<file path="src/rtl/otp_prog_pkg.sv">
package otp_prog_pkg;
    localparam int HALF_W  = 32;
    localparam int DATA_W  = 2 * HALF_W;
    localparam int CHK_W   = 8;
    localparam int WORD_W  = DATA_W + CHK_W;
    localparam int IDX_W   = $clog2(WORD_W);

    typedef enum logic [1:0] {
        ST_IDLE,
        ST_SCAN,
        ST_PULSE,
        ST_VERIFY
    } seq_state_e;

    // check bit k folds every data bit whose index is congruent to k mod CHK_W
    function automatic logic [CHK_W-1:0] check_bits(input logic [DATA_W-1:0] d);
        logic [CHK_W-1:0] c;
        c = '0;
        for (int j = 0; j < DATA_W; j++) begin
            c[j % CHK_W] = c[j % CHK_W] ^ d[j];
        end
        return c;
    endfunction
endpackage

</file>
<file path="src/rtl/otp_pulse_timer.sv">
module otp_pulse_timer #(
    parameter int LEN_W = 8
) (
    input  logic             clk,
    input  logic             rst_n,
    input  logic             load,
    input  logic             run,
    input  logic [LEN_W-1:0] len,
    output logic             done
);
    logic [LEN_W-1:0] cnt_d, cnt_q;

    always_comb begin
        cnt_d = cnt_q;
        if (load) begin
            cnt_d = len;
        end else if (run && cnt_q != '0) begin
            cnt_d = cnt_q - LEN_W'(1);
        end
    end

    always_ff @(posedge clk or negedge rst_n) begin
        if (!rst_n) cnt_q <= '0;
        else        cnt_q <= cnt_d;
    end

    assign done = run && (cnt_q == '0);
endmodule

</file>
<file path="src/rtl/otp_fail_classify.sv">
module otp_fail_classify #(
    parameter int N = 72
) (
    input  logic [N-1:0] fail,
    output logic         one,
    output logic         many
);
    localparam int CNT_W = $clog2(N + 1);
    logic [CNT_W-1:0] cnt;

    always_comb begin
        cnt = '0;
        for (int i = 0; i < N; i++) begin
            cnt = cnt + CNT_W'(fail[i]);
        end
    end

    assign one  = (cnt == CNT_W'(1));
    assign many = (cnt > CNT_W'(1));
endmodule

</file>
<file path="src/rtl/otp_word_prog_seq.sv">
module otp_word_prog_seq
    import otp_prog_pkg::*;
#(
    parameter int ADDR_W = 13,
    parameter int PW_W   = 8
) (
    input  logic              clk,
    input  logic              rst_n,
    input  logic              start,
    input  logic              retry,
    input  logic [ADDR_W-1:0] addr,
    input  logic [HALF_W-1:0] data_lo,
    input  logic [HALF_W-1:0] data_hi,
    input  logic [PW_W-1:0]   pulse_len,
    input  logic [WORD_W-1:0] cell_rdata,
    output logic              cell_pgm,
    output logic              cell_rd,
    output logic [ADDR_W-1:0] cell_addr,
    output logic [IDX_W-1:0]  cell_bit,
    output logic              ready,
    output logic              zero_flag,
    output logic              err_cor,
    output logic              err_unc
);
    localparam logic [IDX_W-1:0] LAST_IDX = IDX_W'(WORD_W - 1);

    typedef struct packed {
        seq_state_e        st;
        logic [IDX_W-1:0]  idx;
        logic [WORD_W-1:0] target;
        logic [WORD_W-1:0] mask;
        logic [WORD_W-1:0] fail;
        logic [ADDR_W-1:0] addr;
        logic              armed;
        logic              zero;
        logic              cor;
        logic              unc;
    } seq_regs_t;

    seq_regs_t cur_q, nxt_d;

    logic              timer_load;
    logic              pulse_done;
    logic              cls_one, cls_many;
    logic [WORD_W-1:0] fail_now;
    logic [WORD_W-1:0] new_target;
    logic [DATA_W-1:0] data_in;

    assign data_in    = {data_hi, data_lo};
    assign new_target = {check_bits(data_in), data_in};
    assign fail_now   = cur_q.target & ~cell_rdata;

    otp_pulse_timer #(.LEN_W(PW_W)) timer_i (
        .clk   (clk),
        .rst_n (rst_n),
        .load  (timer_load),
        .run   (cur_q.st == ST_PULSE),
        .len   (pulse_len),
        .done  (pulse_done)
    );

    otp_fail_classify #(.N(WORD_W)) classify_i (
        .fail (fail_now),
        .one  (cls_one),
        .many (cls_many)
    );

    always_comb begin
        nxt_d      = cur_q;
        timer_load = 1'b0;
        unique case (cur_q.st)
            ST_IDLE: begin
                if (start) begin
                    if (retry) begin
                        if (cur_q.armed) begin
                            nxt_d.target = new_target;
                            nxt_d.mask   = cur_q.fail;
                            nxt_d.st     = ST_SCAN;
                            nxt_d.idx    = '0;
                            nxt_d.addr   = addr;
                            nxt_d.zero   = 1'b0;
                            nxt_d.cor    = 1'b0;
                            nxt_d.unc    = 1'b0;
                        end
                    end else if (data_in == '0) begin
                        nxt_d.zero  = 1'b1;
                        nxt_d.cor   = 1'b0;
                        nxt_d.unc   = 1'b0;
                        nxt_d.armed = 1'b0;
                    end else begin
                        nxt_d.target = new_target;
                        nxt_d.mask   = new_target;
                        nxt_d.st     = ST_SCAN;
                        nxt_d.idx    = '0;
                        nxt_d.addr   = addr;
                        nxt_d.zero   = 1'b0;
                        nxt_d.cor    = 1'b0;
                        nxt_d.unc    = 1'b0;
                    end
                end
            end
            ST_SCAN: begin
                if (cur_q.mask[cur_q.idx]) begin
                    nxt_d.st   = ST_PULSE;
                    timer_load = 1'b1;
                end else if (cur_q.idx == LAST_IDX) begin
                    nxt_d.st = ST_VERIFY;
                end else begin
                    nxt_d.idx = cur_q.idx + IDX_W'(1);
                end
            end
            ST_PULSE: begin
                if (pulse_done) begin
                    if (cur_q.idx == LAST_IDX) begin
                        nxt_d.st = ST_VERIFY;
                    end else begin
                        nxt_d.idx = cur_q.idx + IDX_W'(1);
                        nxt_d.st  = ST_SCAN;
                    end
                end
            end
            ST_VERIFY: begin
                nxt_d.fail  = fail_now;
                nxt_d.cor   = cls_one;
                nxt_d.unc   = cls_many;
                nxt_d.armed = 1'b1;
                nxt_d.st    = ST_IDLE;
            end
            default: nxt_d.st = ST_IDLE;
        endcase
    end

    always_ff @(posedge clk or negedge rst_n) begin
        if (!rst_n) begin
            cur_q <= '{st: ST_IDLE, idx: '0, target: '0, mask: '0, fail: '0,
                       addr: '0, armed: 1'b0, zero: 1'b0, cor: 1'b0, unc: 1'b0};
        end else begin
            cur_q <= nxt_d;
        end
    end

    assign cell_pgm  = (cur_q.st == ST_PULSE);
    assign cell_rd   = (cur_q.st == ST_VERIFY);
    assign cell_addr = cur_q.addr;
    assign cell_bit  = cur_q.idx;
    assign ready     = (cur_q.st == ST_IDLE);
    assign zero_flag = cur_q.zero;
    assign err_cor   = cur_q.cor;
    assign err_unc   = cur_q.unc;

    AST_PULSE_ONLY_MASKED: assert property (@(posedge clk) disable iff (!rst_n)
        cell_pgm |-> cur_q.mask[cell_bit]);

    AST_PULSE_BIT_HELD: assert property (@(posedge clk) disable iff (!rst_n)
        (cell_pgm && !pulse_done) |=> (cell_pgm && $stable(cell_bit)));

    AST_FLAGS_EXCLUSIVE: assert property (@(posedge clk) disable iff (!rst_n)
        !(err_cor && err_unc));

    AST_ZERO_NO_LAUNCH: assert property (@(posedge clk) disable iff (!rst_n)
        (ready && start && !retry && data_in == '0) |=> (ready && zero_flag));

    AST_UNARMED_RETRY: assert property (@(posedge clk) disable iff (!rst_n)
        (ready && start && retry && !cur_q.armed) |=>
            (ready && $stable(zero_flag) && $stable(err_cor) && $stable(err_unc)));

    AST_BUSY_ADDR_STABLE: assert property (@(posedge clk) disable iff (!rst_n)
        (!ready && $past(!ready)) |-> $stable(cell_addr));
endmodule

</file>
<file path="config.mk">
export PLATFORM = sky130hd
export DESIGN_NAME = otp_word_prog_seq
export DESIGN_NICKNAME = d
export VERILOG_FILES = /design/src/rtl/otp_prog_pkg.sv /design/src/rtl/otp_pulse_timer.sv /design/src/rtl/otp_fail_classify.sv /design/src/rtl/otp_word_prog_seq.sv
export SDC_FILE = /design/constraint.sdc
export NUM_CORES = 1
export LEC_CHECK = 0
export ABC_AREA = 1
export ABC_CLOCK_PERIOD_IN_PS = 15900
export BUFFER_PORTS_ARGS = -buffer_cell sky130_fd_sc_hd__buf_4
export CORE_ASPECT_RATIO = 1.75
export CORE_MARGIN = 2
export CORE_UTILIZATION = 45
export CTS_CLUSTER_SIZE = 24
export DETAILED_ROUTE_END_ITERATION = 6
export GPL_TIMING_DRIVEN = 0
export SYNTH_ARGS = -nofsm -noshare
export SYNTH_HDL_FRONTEND = slang
export SYNTH_HIERARCHICAL = 1
export SYNTH_SLANG_ARGS = --single-unit
</file>
<file path="constraint.sdc">
create_clock -name clk -period 15.9 [get_ports clk]
set_input_delay 2.385 -clock clk [delete_from_list [all_inputs] [get_ports clk]]
set_output_delay 2.385 -clock clk [all_outputs]
set_load 0.05 [all_outputs]
</file>
==> impl_results.md, run 1 <==
* Seq/Total Area, Yosys at 0.425
* Register area at 6260 um2
* Drt wl/cell at just over 20 um
* H-Tree Depth at 1
* CP required at roughly 16 ns
* Post-synth ARST share at 1.00
* Synth cell types at 35
* Most used cell, CP: fa_1
* Cell family with most CP delay: adder cells
* Die H at 243 um
* DRT Wirelength at 51500 um
* Post-synth EDFFs at 0
* Slowest stage delay, CP at between 0.5 and 0.6 ns
* # IOs at 187
* Top-count cell post-synth: nand2_1
* Worst Path Max Fanout at 2
* Post-synth net total at 2153
* Total grt overflow at 0
* Row count at 87
* Compound-cell area share of the yosys netlist at 0.0993
* CTS tree: built
* Total global-route track usage at 0.306
* Top_reg_cell synth: dfrtp_1
* HP Class: register to register
* Synthesized area per cell at slightly below 8 um2
* Fin crit share at 0.494
* MaxCap Viol Count at 0
* Initial DRC Count at 945
* Antenna fix cells at 0
* Post-synthesis cell count at ~1.9k
* Synth Cell Area at 14700 um2
* CP arrival at 8.34 ns
* Port Buf Inserts at 185
* #FFs+latches synth at 250
* RSZ-0062 raised after global routing: no
* XOR/XNOR Fraction of Synth Area at 0.0309
* Setup bufs post-CTS at 0
* Simple-Gate Fraction of Synth Area at 0.220
* CP Capture Type: register
* Final slew viol count at 0
* Num CTS Buffers at 26
* Clock transition at path regs at 0.07 ns
* Setup TNS at 0 ns
* DIE WIDTH at 141 um
* Final Hold Fails at 0
* PostCTS Resize Cnt at 0
* Post-layout min period at between 7 and 8 ns
* Fmax at 127 MHz
* GPL Wtd Cong at ~0.95
* Commonest cells post-synth: 620 x nand2_1, 330 x inv_1, 250 x dfrtp_1
* First-pass GRT wire length at 78200 um
* Routed vias/inst at 5.18
* Multiplexer area fraction after synthesis at 0
* Detailed placement HPWL at 40800 um
* DRT antenna net count at 0
* Number of hold buffers added after cts at 0
* Worst skew pair latency at 0.57 ns
* Die ar. at 34300 um2
* Largest cells by area after synthesis: dfrtp_1 42%, nand2_1 16%, inv_1 8.4%, fa_1 8.3%, o21ai_0 6.6%
* CTS Sinks at 250
* DRC at 0
* Multi-input gate area at 6670 um2
* Syn. warnings at 6
* Nets at 2368
* Buf/Inv on CP at 7
* Root Buffer: clkbuf_16
* Clk buf depth at 3
* Via count at 13.2k
* Adder-Cell Fraction of Synth Area at 0.102
* Filler instances at 3224
* Outcome: complete, no violations
* Worst Skew at 0.0201 ns
* Vias in the first global route at 13.4k
* Drt first pass iters at 6
* Relative slew slack at 0.306
* Classification of the worst setup path: input pin to register
* Largest net degree at the start of global routing at 109
* CP startpoint kind: input pin
* Area Overhead vs Synth at 19.4%
* Worst-margin pin slew at 1.04 ns
* Initial antenna violation count at 0
* Effective utilization at floorplan at 0.457
* Core footprint at approximately 32000 um2
* Layout cells sized above 1 at 0.145
* Area leader, netlist: dfrtp_1
* Post-synth top area share at 0.425
* Final-report setup violation count at 0
* Largest family of logic cells by synthesized area: simple AND/OR/NAND/NOR gates
* Crit path max-delay cell type: fa_1
[state kept, by name (all words and copies together) (netlist names)]
signal and cells:
cell_addr 13, cell_bit 7, cur_q 219, err_cor 1, err_unc 1, timer_i/cnt_q 8, zero_flag 1
[cell families after synthesis]
kind of cell               count (synthesis)
AOI/OAI and AO/OA                        271
xor gates and xnor gates                  52
adders and majority gates                 84
buffers and inverters                    432
DFF                                      250
and+or+nand+nor                          819
[layer usage]
layer / global-route usage / routed length (um) / part of all wire
met2: 0.533 / 25400 / 0.49
met5: 0 / 0 / 0
met4: 0.207 / 4440 / 0.086
met3: 0.0332 / 2790 / 0.054
met1: 0.352 / 19000 / 0.37
[cell usage in the layout (no fill, tap or decap), types with 27 or more instances in the layout]
| cell type | count |
|---|---|
| fa_1 | 61 |
| xor2_1 | 33 |
| inv_1 | 330 |
| buf_4 | 207 |
| buf_2 | 27 |
| nand3_1 | 54 |
| dfrtp_1 | 250 |
| o21ai_0 | 194 |
| clkbuf_1 | 40 |
| nor2_1 | 110 |
| nand2_1 | 620 |
[worst register-to-register path, stage by stage (launching register included)]
cell and delay, ns:
dfrtp_1 0.39, inv_1 0.06, nor2_1 0.06, fa_1 0.53, inv_1 0.11, fa_1 0.55, inv_1 0.07, fa_1 0.51
inv_1 0.07, fa_1 0.50, inv_1 0.06, fa_1 0.47, inv_1 0.05, fa_1 0.46, fa_1 0.52, fa_1 0.51
inv_1 0.04, ha_1 0.20, fa_1 0.38, nor2_1 0.17, nand2_1 0.07, nand2_1 0.09, nand3_1 0.08, nor2_1 0.10
nand3_1 0.08, o21ai_0 0.11
[final cells by class]
class                           count  share of cell area
Clock buffer                       37              0.0456
Tap cell                          400              0.0284
Sequential cell                   250               0.356
Buffer                             99              0.0314
Timing Repair Buffer              187              0.0825
Multi-Input combinational cell   1226               0.379
Inverter                          333              0.0711
Clock inverter                      8             0.00605
[worst paths after layout]
path | depth (start not counted) | end | slack (ns) | from
setup / recovery | 25 | err_cor$_DFFE_PN0P_ | 8.04 | cell_rdata[59]
hold / removal | 2 | cell_addr[1]$_DFFE_PN0P_ | 0.48 | cell_addr[1]$_DFFE_PN0P_
setup reg to reg | 25 | err_cor$_DFFE_PN0P_ | 9.58 | cur_q[214]$_DFFE_PN0P_
hold reg to reg | 2 | cell_addr[1]$_DFFE_PN0P_ | 0.48 | cell_addr[1]$_DFFE_PN0P_
max in group asynchronous | 3 | timer_i/cnt_q[1]$_DFFE_PN0P_ | 12.83 | rst_n
min in group asynchronous | 1 | err_unc$_DFFE_PN0P_ | 1.71 | rst_n
[per-stage QoR]
| step | hold WS [ns] | util | cells | worst slack (ns) | instance area, um2 |
|---|---|---|---|---|---|
| detailed placement | 0.460 | 0.518 | 2495 | 7.57 | 16700 |
| global route | 0.494 | 0.546 | 2540 | 7.80 | 17600 |
| CTS | 0.478 | 0.546 | 2540 | 8.11 | 17600 |
| global placement | 0.459 | 0.516 | 2493 | 7.58 | 16600 |
| finish | 0.479 | 0.546 | 2540 | 8.04 | 17600 |
| floorplan | 0.444 | - | 1908 | 8.19 | 14700 |
Power of run 1 is not shown: default switching activity piles up to over one toggle a cycle in this logic, so the estimate is an artifact.
==> run 2: changes to the inputs <==
--- a/config.mk
+++ b/config.mk
@@ -5,8 +5,8 @@
 export SDC_FILE = /design/constraint.sdc
 export NUM_CORES = 1
 export LEC_CHECK = 0
-export ABC_AREA = 1
-export ABC_CLOCK_PERIOD_IN_PS = 15900
+export ABC_AREA = 0
+export ABC_CLOCK_PERIOD_IN_PS = 8200
 export BUFFER_PORTS_ARGS = -buffer_cell sky130_fd_sc_hd__buf_4
 export CORE_ASPECT_RATIO = 1.75
 export CORE_MARGIN = 2
==> constraint.sdc (replaced) <==
create_clock -name clk -period 8.2 [get_ports clk]
set_input_delay 1.23 -clock clk [delete_from_list [all_inputs] [get_ports clk]]
set_output_delay 1.23 -clock clk [all_outputs]
set_load 0.05 [all_outputs]
==> run 2 against run 1 <==
Effect of this change:
- die area decreased by 4.0%
- register-to-register slack got worse by 7.8 ns
- count of clock-buffer cells in the layout increased by 3
- hold slack got worse by 0.0029 ns
- highest routed layer unchanged
==> impl_results.md, run 2 <==
* Outcome: complete, no violations
* Die H at 238 um (-2.0%)
* Slowest stage delay, CP at 0.55 ns (+0.03 ns)
* Commonest cells post-synth: 250 x dfrtp_1, 111 x inv_1, 99 x mux2_2
* Root Buffer: clkbuf_16
* Number of hold buffers added after cts at 0 (unchanged)
* Filler instances at 2745 (-15%)
* CP required at 8.61 ns (-7.77 ns)
* Total global-route track usage at 0.262 (-0.0445)
* DRT antenna net count at 0 (unchanged)
* Final-report setup violation count at 0 (unchanged)
* Syn. warnings at 6 (unchanged)
* DIE WIDTH at 138 um (-2.0%)
* Core footprint at 30800 um2 (-4.3%)
* Most used cell, CP: fa_1
* # IOs at 187 (unchanged)
* DRT Wirelength at 41700 um (-19%)
* Leading cell type in the layout, fill and taps excluded: dfrtp_1
* Post-synth net total at 1466 (-32%)
* Largest cells by area after synthesis: dfrtp_1 44%, fa_1 8.6%, mux2_2 7.9%, mux2i_1 5.5%, mux2_1 4.8%
* Post-synth EDFFs at 0 (unchanged)
* Synth Cell Area at 14100 um2 (-4.1%)
* Drt wl/cell at 22.6 um (+11%)
* Post-synth top area share at 0.443 (+0.0180)
* Total grt overflow at 0 (unchanged)
* Nets at 1681 (-29%)
* Area leader, netlist: dfrtp_1
* Fmax at 149 MHz
* CP startpoint kind: input pin
* CP Capture Type: register
* Drt first pass iters at 4 (-2)
* Worst Path Max Fanout at 2 (unchanged)
* Synthesized area per cell at 11.6 um2 (+50%)
* First-pass GRT wire length at 62700 um (-20%)
* Relative slew slack at 0.431 (+0.125)
* Post-synthesis cell count at 1221 (-36%)
* Worst Skew at 0.0110 ns (-0.00913 ns)
* CP arrival at 7.13 ns (-1.21 ns)
* Crit path max-delay cell type: fa_1
* Antenna fix cells at 0 (unchanged)
* Setup TNS at 0 ns (unchanged)
* Die ar. at 32900 um2 (-4.0%)
* Top_reg_cell synth: dfrtp_1
* Initial DRC Count at 417 (-56%)
* Setup bufs post-CTS at 0 (unchanged)
* RSZ-0062 raised after global routing: no
* CTS tree: built
* Clock transition at path regs at 0.06 ns (about the same)
* CTS Sinks at 250 (unchanged)
* Post-layout min period at 6.72 ns
* Top-count cell post-synth: dfrtp_1
* Final Hold Fails at 0 (unchanged)
* Num CTS Buffers at 26 (unchanged)
* Seq/Total Area, Yosys at 0.443 (+0.0180)
* Worst-margin pin slew at 0.853 ns (-0.188 ns)
* PostCTS Resize Cnt at 0 (unchanged)
* DRC at 0 (unchanged)
* Routed vias/inst at 5.33 (+3.0%)
* Initial antenna violation count at 0 (unchanged)
* Layout cells sized above 1 at 0.271 (+0.126)
* Area Overhead vs Synth at 19.7%
* Port Buf Inserts at 185 (unchanged)
* Via count at 9848 (-25%)
* Effective utilization at floorplan at 0.458 (+0.00105)
* Hold depth at 1 (-1)
* Clk buf depth at 3 (unchanged)
* HP Class: register to register
* Largest net degree at the start of global routing at 120 (+10%)
* Classification of the worst setup path: input pin to register
* Post-synth ARST share at 1.00 (unchanged)
* Most flops, register: cur_q
* R2r worst-path depth at 20 (-20%)
* Row count at 85 (-2.3%)
* Most frequent cells in the layout: 250 x dfrtp_1, 206 x buf_4, 111 x inv_1
* Fin crit share at 0.819
* Synth cell types at 59 (+69%)
* MaxCap Viol Count at 0 (unchanged)
* H-Tree Depth at 1 (unchanged)
* Final slew viol count at 0 (unchanged)
* #FFs+latches synth at 250 (unchanged)
* Max reg flops at 219 (unchanged)
* Cell Chain, Critical Path: buf_4 > nor2b_1 > fa_1 > inv_1 > fa_1 > inv_1 > fa_1 > inv_1 > fa_1 > fa_1 > fa_1 > fa_1 > fa_1 > inv_1 > ha_1 > fa_1 > or4_1 > nand3_1 > o21ai_0
* GPL Wtd Cong at 0.903 (-4.8%)
* Vias in the first global route at 10.4k (-22%)
* Detailed placement HPWL at 33300 um (-18%)
* Worst skew pair latency at 0.55 ns (-0.02 ns)
==> run 2: cell types whose count changed after synthesis, moves of 60 or more <==
cell,delta
mux2i_1,+78
mux2_2,+99
nor2b_1,+77
nand2_1,-595
o21ai_0,-178
a21oi_1,+70
inv_1,-219
mux2_1,+60
==> run 2: logic make-up after synthesis <==
logic type / synth area share
AOI/OAI and AO/OA: 0.0601
xor gates and xnor gates: 0.0366
adders and majority gates: 0.107
buffers and inverters: 0.0579
DFF: 0.443
muxes: 0.201
and+or+nand+nor: 0.0950
==> run 2: worst max-delay path, delay by kind of cell <==
| family | cells | cell delay (ns) |
|---|---|---|
| adders and majority gates | 10 | 4.40 |
| and+or+nand+nor | 3 | 0.97 |
| buffers and inverters | 5 | 0.42 |
| AOI/OAI and AO/OA | 1 | 0.09 |
==> run 2: final timing paths <==
| path | startpoint | end | slack (ns) |
|---|---|---|---|
| worst max-delay path | cell_rdata[21] | err_unc$_DFFE_PN0P_ | 1.48 |
| worst min-delay path | cur_q[191]$_DFFE_PN0P_ | cur_q[191]$_DFFE_PN0P_ | 0.48 |
| worst max register to register | cur_q[226]$_DFFE_PN0P_ | err_unc$_DFFE_PN0P_ | 1.81 |
| worst min register to register | cur_q[191]$_DFFE_PN0P_ | cur_q[191]$_DFFE_PN0P_ | 0.48 |
| max in group asynchronous | rst_n | cell_bit[2]$_DFFE_PN0P_ | 6.84 |
| min in group asynchronous | rst_n | cur_q[184]$_DFFE_PN0P_ | 0.50 |
==> run 2: metrics by stage <==
stage	utilization	cells	setup WS, ns	instance area, um2	hold WS [ns]
finish	0.548	1846	1.48	16900	0.476
global placement	0.519	1797	0.942	16000	0.459
detailed placement	0.521	1799	0.881	16100	0.466
CTS	0.548	1846	1.46	16900	0.479
floorplan	-	1221	1.41	14100	0.450
global route	0.548	1846	1.33	16900	0.487
==> run 2: cell type report <==
cell class / instances / area, um2 / area share
sequential: 250 / 6260 / 0.370
multi-input combinational: 787 / 7060 / 0.417
clock buffer: 40 / 795 / 0.0470
inverter: 111 / 417 / 0.0246
tap: 391 / 489 / 0.0289
timing repair buffer: 187 / 1450 / 0.0858
buffer: 73 / 402 / 0.0237
clock inverter: 7 / 45.0 / 0.00266
==> run 2: routing by layer <==
layer	vias to the layer above	track usage	share of wire
li1	4549	-	-
met1	4967	0.301	0.37
met2	260	0.478	0.53
met3	72	0.0285	0.045
met4	0	0.121	0.052
met5	-	0	0
Power of run 2 is left out for the same reason.
==> run 3: changes to the inputs <==
--- a/config.mk
+++ b/config.mk
@@ -6,7 +6,7 @@
 export NUM_CORES = 1
 export LEC_CHECK = 0
 export ABC_AREA = 0
-export ABC_CLOCK_PERIOD_IN_PS = 8200
+export ABC_CLOCK_PERIOD_IN_PS = 5900
 export BUFFER_PORTS_ARGS = -buffer_cell sky130_fd_sc_hd__buf_4
 export CORE_ASPECT_RATIO = 1.75
 export CORE_MARGIN = 2
@@ -14,6 +14,7 @@
 export CTS_CLUSTER_SIZE = 24
 export DETAILED_ROUTE_END_ITERATION = 6
 export GPL_TIMING_DRIVEN = 0
+export PLACE_DENSITY = 0.67
 export SYNTH_ARGS = -nofsm -noshare
 export SYNTH_HDL_FRONTEND = slang
 export SYNTH_HIERARCHICAL = 1
==> constraint.sdc (replaced) <==
create_clock -name clk -period 5.9 [get_ports clk]
set_input_delay 0.885 -clock clk [delete_from_list [all_inputs] [get_ports clk]]
set_output_delay 0.885 -clock clk [all_outputs]
set_load 0.05 [all_outputs]
==> run 3 against run 2 <==
Effect of this change:
- the flow now finishes with violations (negative setup slack)
- sequential share of layout area grew 0.060 points
- cell count shrank 0.11%
- clock skew grew 0.0072 ns
- hold slack lost 0.26 ns
- critical path depth grew 1
- highest routed layer unchanged
==> impl_results.md, run 3 (synthesized netlist as in run 2, its figures left out) <==
* Cell Chain, Critical Path: buf_4 > nor2b_1 > inv_1 > fa_1 > fa_1 > fa_1 > inv_1 > fa_1 > inv_1 > fa_1 > fa_1 > fa_1 > fa_1 > inv_1 > ha_1 > a21oi_1 > o311ai_1 > or4_4 > nand3_2 > o21ai_1
* Layout cells sized above 1 at 0.280 (+0.00932)
* CTS Sinks at 250 (unchanged)
* Worst skew pair latency at 0.54 ns (about the same)
* Die H at 238 um (unchanged)
* Worst Path Max Fanout at 2 (unchanged)
* Register area at 6260 um2 (unchanged)
* Vias in the first global route at 10.7k (+2.3%)
* Core footprint at 30800 um2 (unchanged)
* Largest net degree at the start of global routing at 113 (-5.8%)
* Final-report setup violation count at 2 (+2)
* DIE WIDTH at 138 um (unchanged)
* Total global-route track usage at 0.261 (-0.000950)
* Fin crit share at 1.07
* Fmax at about 160 MHz
* Drt first pass iters at 5 (+1)
* Clock transition at path regs at 0.06 ns (about the same)
* Cell family with most CP delay: adder cells
* Reg-to-reg endpoint: err_unc$_DFFE_PN0P_
* Nets at 1680 (-0.059%)
* Worst Setup SP: cell_rdata[41]
* Most frequent cells in the layout: 250 x dfrtp_1, 206 x buf_4, 108 x inv_1
* Failing checks: negative setup slack
* MaxCap Viol Count at 0 (unchanged)
* Classification of the worst setup path: input pin to register
* Num CTS Buffers at 25 (-3.8%)
* Relative slew slack at 0.407 (-0.0243)
* Routed vias/inst at 5.45 (+2.2%)
* Post-layout min period at 6.32 ns
* Crit path max-delay cell type: fa_1
* Via count at 10.1k (+2.1%)
* Place WS at -1.06 ns (-1.94 ns)
* # IOs at 187 (unchanged)
* Row count at 85 (unchanged)
* Root Buffer: clkbuf_16
* CP startpoint kind: input pin
* Multi-input gate area at 7130 um2 (+0.99%)
* Antenna fix cells at 0 (unchanged)
* DRC at 0 (unchanged)
* Total grt overflow at 0 (unchanged)
* Clk buf depth at 3 (unchanged)
* Reg2reg setup slack at -0.41 ns (-2.22 ns)
* CP arrival at 6.72 ns (-0.41 ns)
* Filler instances at 2735 (-0.36%)
* CP required at 6.30 ns (-2.31 ns)
* DRT antenna net count at 0 (unchanged)
* Buf/Inv on CP at 5 (unchanged)
* H-Tree Depth at 1 (unchanged)
* HP Class: input pin to asynchronous set/reset pin
* Final Hold Fails at 0 (unchanged)
* Worst Skew at 0.0182 ns (+0.00721 ns)
* Crit. path cell count at 20 (+1)
* Detailed placement HPWL at 33100 um (-0.41%)
* CTS tree: built
* Most used cell, CP: fa_1
* Max reg flops at 219 (unchanged)
* Die ar. at 32900 um2 (unchanged)
* RR Startpoint: cur_q[230]$_DFFE_PN0P_
* Slowest stage delay, CP at 0.57 ns (+0.02 ns)
* Final slew viol count at 0 (unchanged)
* Setup TNS at -0.625 ns (-0.625 ns)
* Leading cell type in the layout, fill and taps excluded: dfrtp_1
* Termination of the worst setup path: err_unc$_DFFE_PN0P_
* Initial DRC Count at 631 (+51%)
* CP Capture Type: register
* Most flops, register: cur_q
* Initial antenna violation count at 0 (unchanged)
* Effective utilization at floorplan at 0.458 (unchanged)
* Outcome: finished with violations
* Port Buf Inserts at 185 (unchanged)
* Number of hold buffers added after cts at 0 (unchanged)
* GPL Wtd Cong at 0.950 (+5.2%)
* R2r worst-path depth at 21 (+5.0%)
* Drt wl/cell at 22.6 um (+0.16%)
* RSZ-0062 raised after global routing: yes
* Slack of the critical path at -0.419 ns (-1.90 ns)
* DRT Wirelength at 41700 um (about the same)
* Worst-margin pin slew at 0.890 ns (+0.0364 ns)
* First-pass GRT wire length at 62900 um (+0.32%)
* Area Overhead vs Synth at 19.5%
[run 3: changes by cell type in the layout (fill, tap and decap cells not counted), moves of 3 or more]
cell and change:
inv_2 +3, fa_2 +4, fa_1 -4, clkinvlp_4 -3, nor2b_1 -10, clkbuf_8 -4, clkbuf_1 +7, nor2b_2 +8
inv_1 -3
[run 3: stage by stage]
step           cells  cell area (um2)  hold WS [ns]  utilization
2_1_floorplan   1221            14100         0.450            -
3_3_place_gp    1797            16000         0.459        0.519
3_5_place_dp    1799            16100         0.466        0.522
4_1_cts         1844            16900         0.224        0.548
5_1_grt         1844            16900         0.235        0.548
6_report        1844            16900         0.220        0.548
[run 3: final cells by class]
cell class | count | area share
clock buffers | 41 | 0.0424
well taps | 391 | 0.0290
inverters | 111 | 0.0247
plain buffers | 73 | 0.0238
multi-input cells | 787 | 0.422
repair buffers | 187 | 0.0860
flip-flops and latches | 250 | 0.370
clock inverters | 4 | 0.00156
[run 3: worst min path at each step]
stage	startpoint	end	cells past startpoint
5_1_grt	rst_n	cell_addr[7]$_DFFE_PN0P_	1
6_report	rst_n	cell_addr[7]$_DFFE_PN0P_	1
3_5_place_dp	cur_q[189]$_DFFE_PN0P_	cur_q[189]$_DFFE_PN0P_	1
4_1_cts	rst_n	cell_addr[7]$_DFFE_PN0P_	1
3_3_place_gp	cur_q[186]$_DFFE_PN0P_	cur_q[186]$_DFFE_PN0P_	1
2_1_floorplan	cur_q[168]$_DFFE_PN0P_	cur_q[168]$_DFFE_PN0P_	1
[run 3: metal layers]
layer | global-route usage | vias up | share of wire
li1 | - | 4541 | -
met1 | 0.301 | 5085 | 0.36
met2 | 0.456 | 318 | 0.52
met3 | 0.0302 | 111 | 0.049
met4 | 0.157 | 0 | 0.066
met5 | 0 | - | 0
[run 3: repair_timing]
item,in CTS,in global routing
setup endpoints to repair,2,2
pin swaps,6,1
setup buffers,0,0
gates resized for setup,22,0
Power of run 3 is left out for the same reason.
